File: config.mk
export PLATFORM = sky130hd
export DESIGN_NAME = irq_dist_bank
export DESIGN_NICKNAME = d
export VERILOG_FILES = /design/src/rtl/irq_dist_pkg.sv /design/src/rtl/irq_wr_decode.sv /design/src/rtl/irq_state_slice.sv /design/src/rtl/irq_dist_bank.sv
export SDC_FILE = /design/constraint.sdc
export NUM_CORES = 1
export LEC_CHECK = 0
export BUFFER_PORTS_ARGS = -buffer_cell sky130_fd_sc_hd__buf_4
export CAP_MARGIN = 25
export CELL_PAD_IN_SITES_DETAIL_PLACEMENT = 1
export CELL_PAD_IN_SITES_GLOBAL_PLACEMENT = 1
export CORE_AREA = 2 2 354 356
export CTS_CLUSTER_DIAMETER = 30
export CTS_CLUSTER_SIZE = 40
export DETAILED_ROUTE_END_ITERATION = 6
export DIE_AREA = 0 0 356 358
export GPL_TIMING_DRIVEN = 0
export PLACE_DENSITY_LB_ADDON = 0.1
export SLEW_MARGIN = 20
export SYNTH_ARGS = -nofsm -noshare
export SYNTH_HDL_FRONTEND = slang
export SYNTH_SLANG_ARGS = --single-unit
File: constraint.sdc
create_clock -name clk -period 3.1 [get_ports clk]
set_input_delay 0.155 -clock clk [delete_from_list [all_inputs] [get_ports clk]]
set_output_delay 0.155 -clock clk [all_outputs]
set_load 0.01 [all_outputs]
File: src/rtl/irq_dist_pkg.sv
package irq_dist_pkg;

  localparam int unsigned OFF_W           = 10;
  localparam int unsigned CPU_ID_W        = 3;
  localparam int unsigned MAX_CPU         = 8;
  localparam int unsigned INTERNAL_LIMIT  = 32;
  localparam int unsigned ALWAYS_ON_LIMIT = 16;

  typedef enum logic [2:0] {
    RG_IGNORE = 3'd0,
    RG_SET_EN = 3'd1,
    RG_CLR_EN = 3'd2,
    RG_SET_PD = 3'd3,
    RG_CLR_PD = 3'd4,
    RG_ACTIVE = 3'd5
  } region_e;

  // Offset window -> operation; 128-byte windows selected by off[9:7]
  function automatic region_e region_of(input logic [OFF_W-1:0] off);
    case (off[9:7])
      3'd2:       return RG_SET_EN;
      3'd3:       return RG_CLR_EN;
      3'd4:       return RG_SET_PD;
      3'd5:       return RG_CLR_PD;
      3'd6, 3'd7: return RG_ACTIVE;
      default:    return RG_IGNORE;
    endcase
  endfunction

  // Number of the first interrupt covered by the addressed byte
  function automatic logic [OFF_W-1:0] first_irq(input logic [OFF_W-1:0] off);
    return {off[6:0], 3'b000};
  endfunction

  // CPUs whose enable copy a write touches
  function automatic logic [MAX_CPU-1:0] bank_mask(input logic internal,
                                                   input logic [MAX_CPU-1:0] req);
    return internal ? req : {MAX_CPU{1'b1}};
  endfunction

  // CPUs that receive a pending mark from a set operation
  function automatic logic [MAX_CPU-1:0] mark_mask(input logic internal,
                                                   input logic [MAX_CPU-1:0] req,
                                                   input logic [MAX_CPU-1:0] tgt);
    return internal ? req : tgt;
  endfunction

endpackage

File: src/rtl/irq_wr_decode.sv
module irq_wr_decode
  import irq_dist_pkg::*;
#(
  parameter int NCPU = 4,
  parameter int NIRQ = 64
) (
  input  logic                wr_en,
  input  logic [OFF_W-1:0]    wr_off,
  input  logic [7:0]          wr_data,
  input  logic [CPU_ID_W-1:0] wr_cpu,
  output logic [NIRQ-1:0]     sel_set_en,
  output logic [NIRQ-1:0]     sel_clr_en,
  output logic [NIRQ-1:0]     sel_set_pd,
  output logic [NIRQ-1:0]     sel_clr_pd,
  output logic [NCPU-1:0]     req_oh,
  output logic                wr_bad
);

  region_e          region;
  logic [OFF_W-1:0] base;
  logic             state_region;
  logic             in_range;
  logic             cpu_ok;
  logic             accept;

  always_comb begin
    region       = region_of(wr_off);
    base         = first_irq(wr_off);
    state_region = (region == RG_SET_EN) || (region == RG_CLR_EN) ||
                   (region == RG_SET_PD) || (region == RG_CLR_PD);
    in_range     = base < OFF_W'(NIRQ);
    cpu_ok       = {1'b0, wr_cpu} < (CPU_ID_W + 1)'(NCPU);
    wr_bad       = wr_en && ((region == RG_ACTIVE) ||
                             (state_region && (!in_range || !cpu_ok)));
    accept       = wr_en && state_region && in_range && cpu_ok;
  end

  for (genvar c = 0; c < NCPU; c++) begin : g_req
    assign req_oh[c] = (wr_cpu == CPU_ID_W'(c));
  end

  for (genvar k = 0; k < NIRQ; k++) begin : g_sel
    localparam int BYTE_IDX = k / 8;
    localparam int BIT_IDX  = k % 8;
    localparam bit ALWAYS_ON = k < ALWAYS_ON_LIMIT;
    logic hit;
    logic bit_on;
    assign hit    = accept && (wr_off[6:0] == 7'(BYTE_IDX));
    assign bit_on = wr_data[BIT_IDX];
    assign sel_set_en[k] = hit && (region == RG_SET_EN) && (bit_on || ALWAYS_ON);
    assign sel_clr_en[k] = hit && (region == RG_CLR_EN) && bit_on && !ALWAYS_ON;
    assign sel_set_pd[k] = hit && (region == RG_SET_PD) && bit_on;
    assign sel_clr_pd[k] = hit && (region == RG_CLR_PD) && bit_on;
  end

endmodule

File: src/rtl/irq_state_slice.sv
module irq_state_slice
  import irq_dist_pkg::*;
#(
  parameter int NCPU = 4,
  parameter int IDX  = 32
) (
  input  logic            clk,
  input  logic            rst,
  input  logic            set_en,
  input  logic            clr_en,
  input  logic            set_pd,
  input  logic            clr_pd,
  input  logic [NCPU-1:0] req_oh,
  input  logic [NCPU-1:0] tgt,
  input  logic            lvl,
  input  logic            edge_m,
  output logic [NCPU-1:0] en_q,
  output logic [NCPU-1:0] pd_q
);

  localparam bit INTERNAL = IDX < INTERNAL_LIMIT;

  logic [NCPU-1:0] cm;
  logic [NCPU-1:0] pmask;
  logic            lvl_fire;
  logic            mark;

  assign cm       = NCPU'(bank_mask(INTERNAL, MAX_CPU'(req_oh)));
  assign pmask    = NCPU'(mark_mask(INTERNAL, MAX_CPU'(req_oh), MAX_CPU'(tgt)));
  assign lvl_fire = set_en && !edge_m && lvl;
  assign mark     = set_pd || lvl_fire;

  always_ff @(posedge clk) begin
    if (rst) begin
      en_q <= '0;
      pd_q <= '0;
    end else begin
      if (set_en)      en_q <= en_q | cm;
      else if (clr_en) en_q <= en_q & ~cm;
      if (clr_pd)      pd_q <= '0;
      else if (mark)   pd_q <= pd_q | pmask;
    end
  end

  // clear pending empties every CPU copy
  a_r4_clear_all: assert property (@(posedge clk) disable iff (rst)
    clr_pd |=> (pd_q == '0));

  // private enable only moves the requester's bit
  a_r5_banked_enable: assert property (@(posedge clk) disable iff (rst)
    (INTERNAL && (set_en || clr_en)) |=>
      ((en_q & ~$past(req_oh)) == ($past(en_q) & ~$past(req_oh))));

  // level-high enable marks pending on the mark mask
  a_r7_level_pending: assert property (@(posedge clk) disable iff (rst)
    lvl_fire |=> ((pd_q & $past(pmask)) == $past(pmask)));

  // always-on interrupts never see a clear-enable
  a_r6_no_clear: assert property (@(posedge clk) disable iff (rst)
    (IDX < ALWAYS_ON_LIMIT) |-> !clr_en);

endmodule

File: src/rtl/irq_dist_bank.sv
module irq_dist_bank
  import irq_dist_pkg::*;
#(
  parameter int NCPU = 4,
  parameter int NIRQ = 64
) (
  input  logic                 clk,
  input  logic                 rst,
  input  logic                 wr_en,
  input  logic [9:0]           wr_off,
  input  logic [7:0]           wr_data,
  input  logic [2:0]           wr_cpu,
  input  logic [NIRQ-1:0]      lvl_in,
  input  logic [NIRQ-1:0]      edge_mode,
  input  logic [NIRQ*NCPU-1:0] tgt_mask,
  output logic [NCPU*NIRQ-1:0] en_vec,
  output logic [NCPU*NIRQ-1:0] pend_vec,
  output logic                 bad_acc
);

  logic [NIRQ-1:0] sel_set_en;
  logic [NIRQ-1:0] sel_clr_en;
  logic [NIRQ-1:0] sel_set_pd;
  logic [NIRQ-1:0] sel_clr_pd;
  logic [NCPU-1:0] req_oh;
  logic            wr_bad;
  logic            bad_q;

  irq_wr_decode #(.NCPU(NCPU), .NIRQ(NIRQ)) u_decode (
    .wr_en     (wr_en),
    .wr_off    (wr_off),
    .wr_data   (wr_data),
    .wr_cpu    (wr_cpu),
    .sel_set_en(sel_set_en),
    .sel_clr_en(sel_clr_en),
    .sel_set_pd(sel_set_pd),
    .sel_clr_pd(sel_clr_pd),
    .req_oh    (req_oh),
    .wr_bad    (wr_bad)
  );

  for (genvar k = 0; k < NIRQ; k++) begin : g_irq
    logic [NCPU-1:0] en_q;
    logic [NCPU-1:0] pd_q;
    irq_state_slice #(.NCPU(NCPU), .IDX(k)) u_slice (
      .clk   (clk),
      .rst   (rst),
      .set_en(sel_set_en[k]),
      .clr_en(sel_clr_en[k]),
      .set_pd(sel_set_pd[k]),
      .clr_pd(sel_clr_pd[k]),
      .req_oh(req_oh),
      .tgt   (tgt_mask[k*NCPU +: NCPU]),
      .lvl   (lvl_in[k]),
      .edge_m(edge_mode[k]),
      .en_q  (en_q),
      .pd_q  (pd_q)
    );
    for (genvar c = 0; c < NCPU; c++) begin : g_cpu
      assign en_vec[c*NIRQ + k]   = en_q[c];
      assign pend_vec[c*NIRQ + k] = pd_q[c];
    end
  end

  always_ff @(posedge clk) begin
    if (rst) bad_q <= 1'b0;
    else     bad_q <= wr_bad;
  end
  assign bad_acc = bad_q;

  // a refused write leaves all state untouched and flags next cycle
  a_r8_refused_frozen: assert property (@(posedge clk) disable iff (rst)
    wr_bad |=> ($stable(en_vec) && $stable(pend_vec) && bad_acc));

  // active-state window is always refused
  a_r8_active_window: assert property (@(posedge clk) disable iff (rst)
    (wr_en && (wr_off[9:8] == 2'b11)) |=> bad_acc);

  // one write drives at most one operation
  a_r1_single_op: assert property (@(posedge clk) disable iff (rst)
    $onehot0({|sel_set_en, |sel_clr_en, |sel_set_pd, |sel_clr_pd}));

endmodule

==> qor.yml <==
synthesis:
  synth_nets: 2384
  synth_area_leaders: "dfxtp_1 48%, a21oi_1 5.8%, a31oi_1 4.9%, buf_4 4.4%, nor2_1 4.3%"
  synth_cells: 1976
  syn_avg_cell_area_um2: 8.72
  netlist-cell-type-count: 54
  synth-async-reset-ratio: 0
  synth_area_um2: 17200
  synth.most_common_cell: "dfxtp_1"
  synth.top_cells.by_count: "417 x dfxtp_1, 201 x a21oi_1, 198 x nor2_1, 137 x nand2_1, 136 x a31oi_1"
  synth.largest_area_cell: "dfxtp_1"
  synth.top_cell.area_share: 0.484
  ys_seq_area_frac: 0.484
  ys_warn_count: 0
  synth_edf_count: 0
  synth-main-ff-cell: "dfxtp_1"
  synth_seq_cells: 417
global_routing:
  grt_max_degree: 17
  grt_pass1_vias: 22000
  grt-ovfl-total: 0
  grt_pass1_wl_um: 170000
  antenna_found_initial: 13
  grt_usage: 0.190
layout:
  area_delta_synth_final_pct: 85.9
  final_area_um2: 32000
  multi_input_area_um2: 7290
  seq_area_um2: 8350
  n_fill_cell: 14300
  layout.nets: 3499
  layoutNonFillerInstCount: 4854
  drive_above_1_share: 0.383
power:
  pwr_density_cell_nw_per_um2: 657
  p_leak_nw: 13.5
  p_comb_frac: 0.053
  pwr-share-seq: 0.256
  clkPwrFrac: 0.691
  intPower_w: 0.0161
  ir_worst_vdd_mv: 0.473
  power.switching_w: 0.00492
  totalPowerFinal_w: 0.0210
  switching_share: 0.234
floorplanning:
  start_util: 0.140
  die_w_um: 356
  coreArea_um2: 123000
  die_height_um: 358
  die_area_um2: 127000
  io_pins: 921
  fp-row-count: 129
timing:
  fin_crit_ns: 2.78
  rsz0062_at_grt: "false"
  fmaxAchievable_mhz: 360
  timing.slew.headroom: 0.304
  setup_viol: 0
  final_hold_viol_count: 0
  worst_pin_slew_ns: 1.04
  fin_crit_sh: 0.897
  clock_skew_ns: 0
  hold_slack_ns: 0.0619
  final_max_slew_viol_count: 0
clock_network:
  cts_tree: "yes"
  ctsResizeCount: 0
  h-tree-depth: 4
  cts-root-buf: "clkbuf_16"
  clock_path_buffers: 3
  cts.sinks: 417
  clock_latency_ns: 0.71
  clk_pin_slew_worst_paths_ns: 0.04
  numCtsBuffers: 151
setup_path:
  worstPathRequired_ns: 3.75
  end_kind: "flip-flop"
  arrival_ns: 3.43
  worstPathMaxFanout: 10
  critPathLaunchType: "input pin"
  critPathKind: "in2reg"
routing:
  drt-initial-drc-count: 797
  vias: 20200
  routed_via_density: 4.15
  drc: 0
  drt_first_pass_iters: 5
  drtAntennaViolNets: 0
  wl_per_cell_um: 26.0
  finalWirelength_um: 126000
placement:
  portBuffers: 779
  gp_congestion: 0.792
  dp.cells: 4400
  dp_hpwl_um: 99100
  place_area_um2: 25300
run:
  drv_cap: 0
run_status:
  status: "complete, no violations"
hold_path:
  hold_class: "in2reg"
-- worst max-delay path: stages --
cell and delay, ns:
clkbuf_1 0.75, clkbuf_1 0.79, clkbuf_1 0.73, nand2_1 0.13, nor3_1 0.17, dlygate4sd3_1 0.57
o21a_1 0.10
-- area by class of cell --
class / instances / share of cell area
sequential: 417 / 0.261
timing repair buffer: 962 / 0.241
multi-input combinational: 1247 / 0.228
clock buffer: 224 / 0.140
tap: 1637 / 0.0639
buffer: 263 / 0.0451
clock inverter: 49 / 0.0160
inverter: 49 / 0.00574
antenna: 6 / 0.000469
-- stage by stage --
step                      utilization  setup TNS, ns  setup WS (ns)
after floorplan                     -              0           1.30
after global placement          0.204         -89.31          -1.21
after detailed placement        0.205          -8.49         -0.337
after CTS                       0.260              0          0.336
after global routing            0.260              0          0.230
final                           0.260              0          0.321
-- layer usage --
metal  up-vias  track usage  wire length [um]
met4        12       0.0559              2840
li1       9311            -                 -
met1     10000        0.221             51400
met2       669        0.333             63300
met5         -            0                78
met3       172       0.0606              8680
-- final timing paths --
| check | start | endpoint | cells past startpoint | slack (ns) |
|---|---|---|---|---|
| worst max-delay path | wr_data[7] | g_irq[39].u_slice.pd_q[2]$_SDFFE_PP0P_ | 7 | 0.32 |
| worst min-delay path | edge_mode[30] | g_irq[30].u_slice.pd_q[0]$_SDFFE_PP0P_ | 4 | 0.06 |
| worst max register to register | g_irq[57].u_slice.pd_q[0]$_SDFFE_PP0P_ | g_irq[57].u_slice.pd_q[0]$_SDFFE_PP0P_ | 3 | 1.88 |
| worst min register to register | g_irq[7].u_slice.en_q[2]$_SDFFE_PP0N_ | g_irq[7].u_slice.en_q[2]$_SDFFE_PP0N_ | 2 | 0.44 |
-- layout by cell type, fill, tap and decap left out, types with 7 or more instances in the layout --
master         instances
clkinv_2              33
a21oi_1              201
o21a_1                32
o21bai_4              16
or4b_2                 8
a41oi_1                8
a311oi_1              32
clkbuf_16            155
buf_1                  7
o22ai_1               33
o32ai_1                7
inv_1                 49
dfxtp_1              417
nand3b_1              64
buf_2                 45
a22oi_1                8
dlygate4sd3_1        175
nor3_1                80
and4_1                34
nand3_1               33
o21bai_1              16
nand4_1               12
clkbuf_1             136
buf_4                883
clkbuf_8              34
o21bai_2               8
nand2_1              137
a31oi_1              136
and3_1                18
o21ai_0               94
nand2b_1              12
clkbuf_2               7
o32a_1                 8
nor2_1               197
-- cell families after synthesis --
group                  synth area share
buffers and inverters            0.0941
and+or+nand+nor                   0.197
AOI/OAI and AO/OA                 0.225
DFF                               0.484
-- repair_timing --
action,CTS,global route
hold endpoints to repair,166,0
setup buffers,0,0
hold buffers,175,0
-- power by group through the flow --
stage / logic [W] / clock network [W] / registers (W)
after global routing: 0.00119 / 0.0152 / 0.00539
after detailed placement: 0.000986 / 0 / 0.00548
final: 0.00112 / 0.0145 / 0.00539
after floorplan: 0.000332 / 0 / 0.00548
after global placement: 0.000960 / 0 / 0.00548
after CTS: 0.00115 / 0.0149 / 0.00539
(Power assumes the default switching activity.)
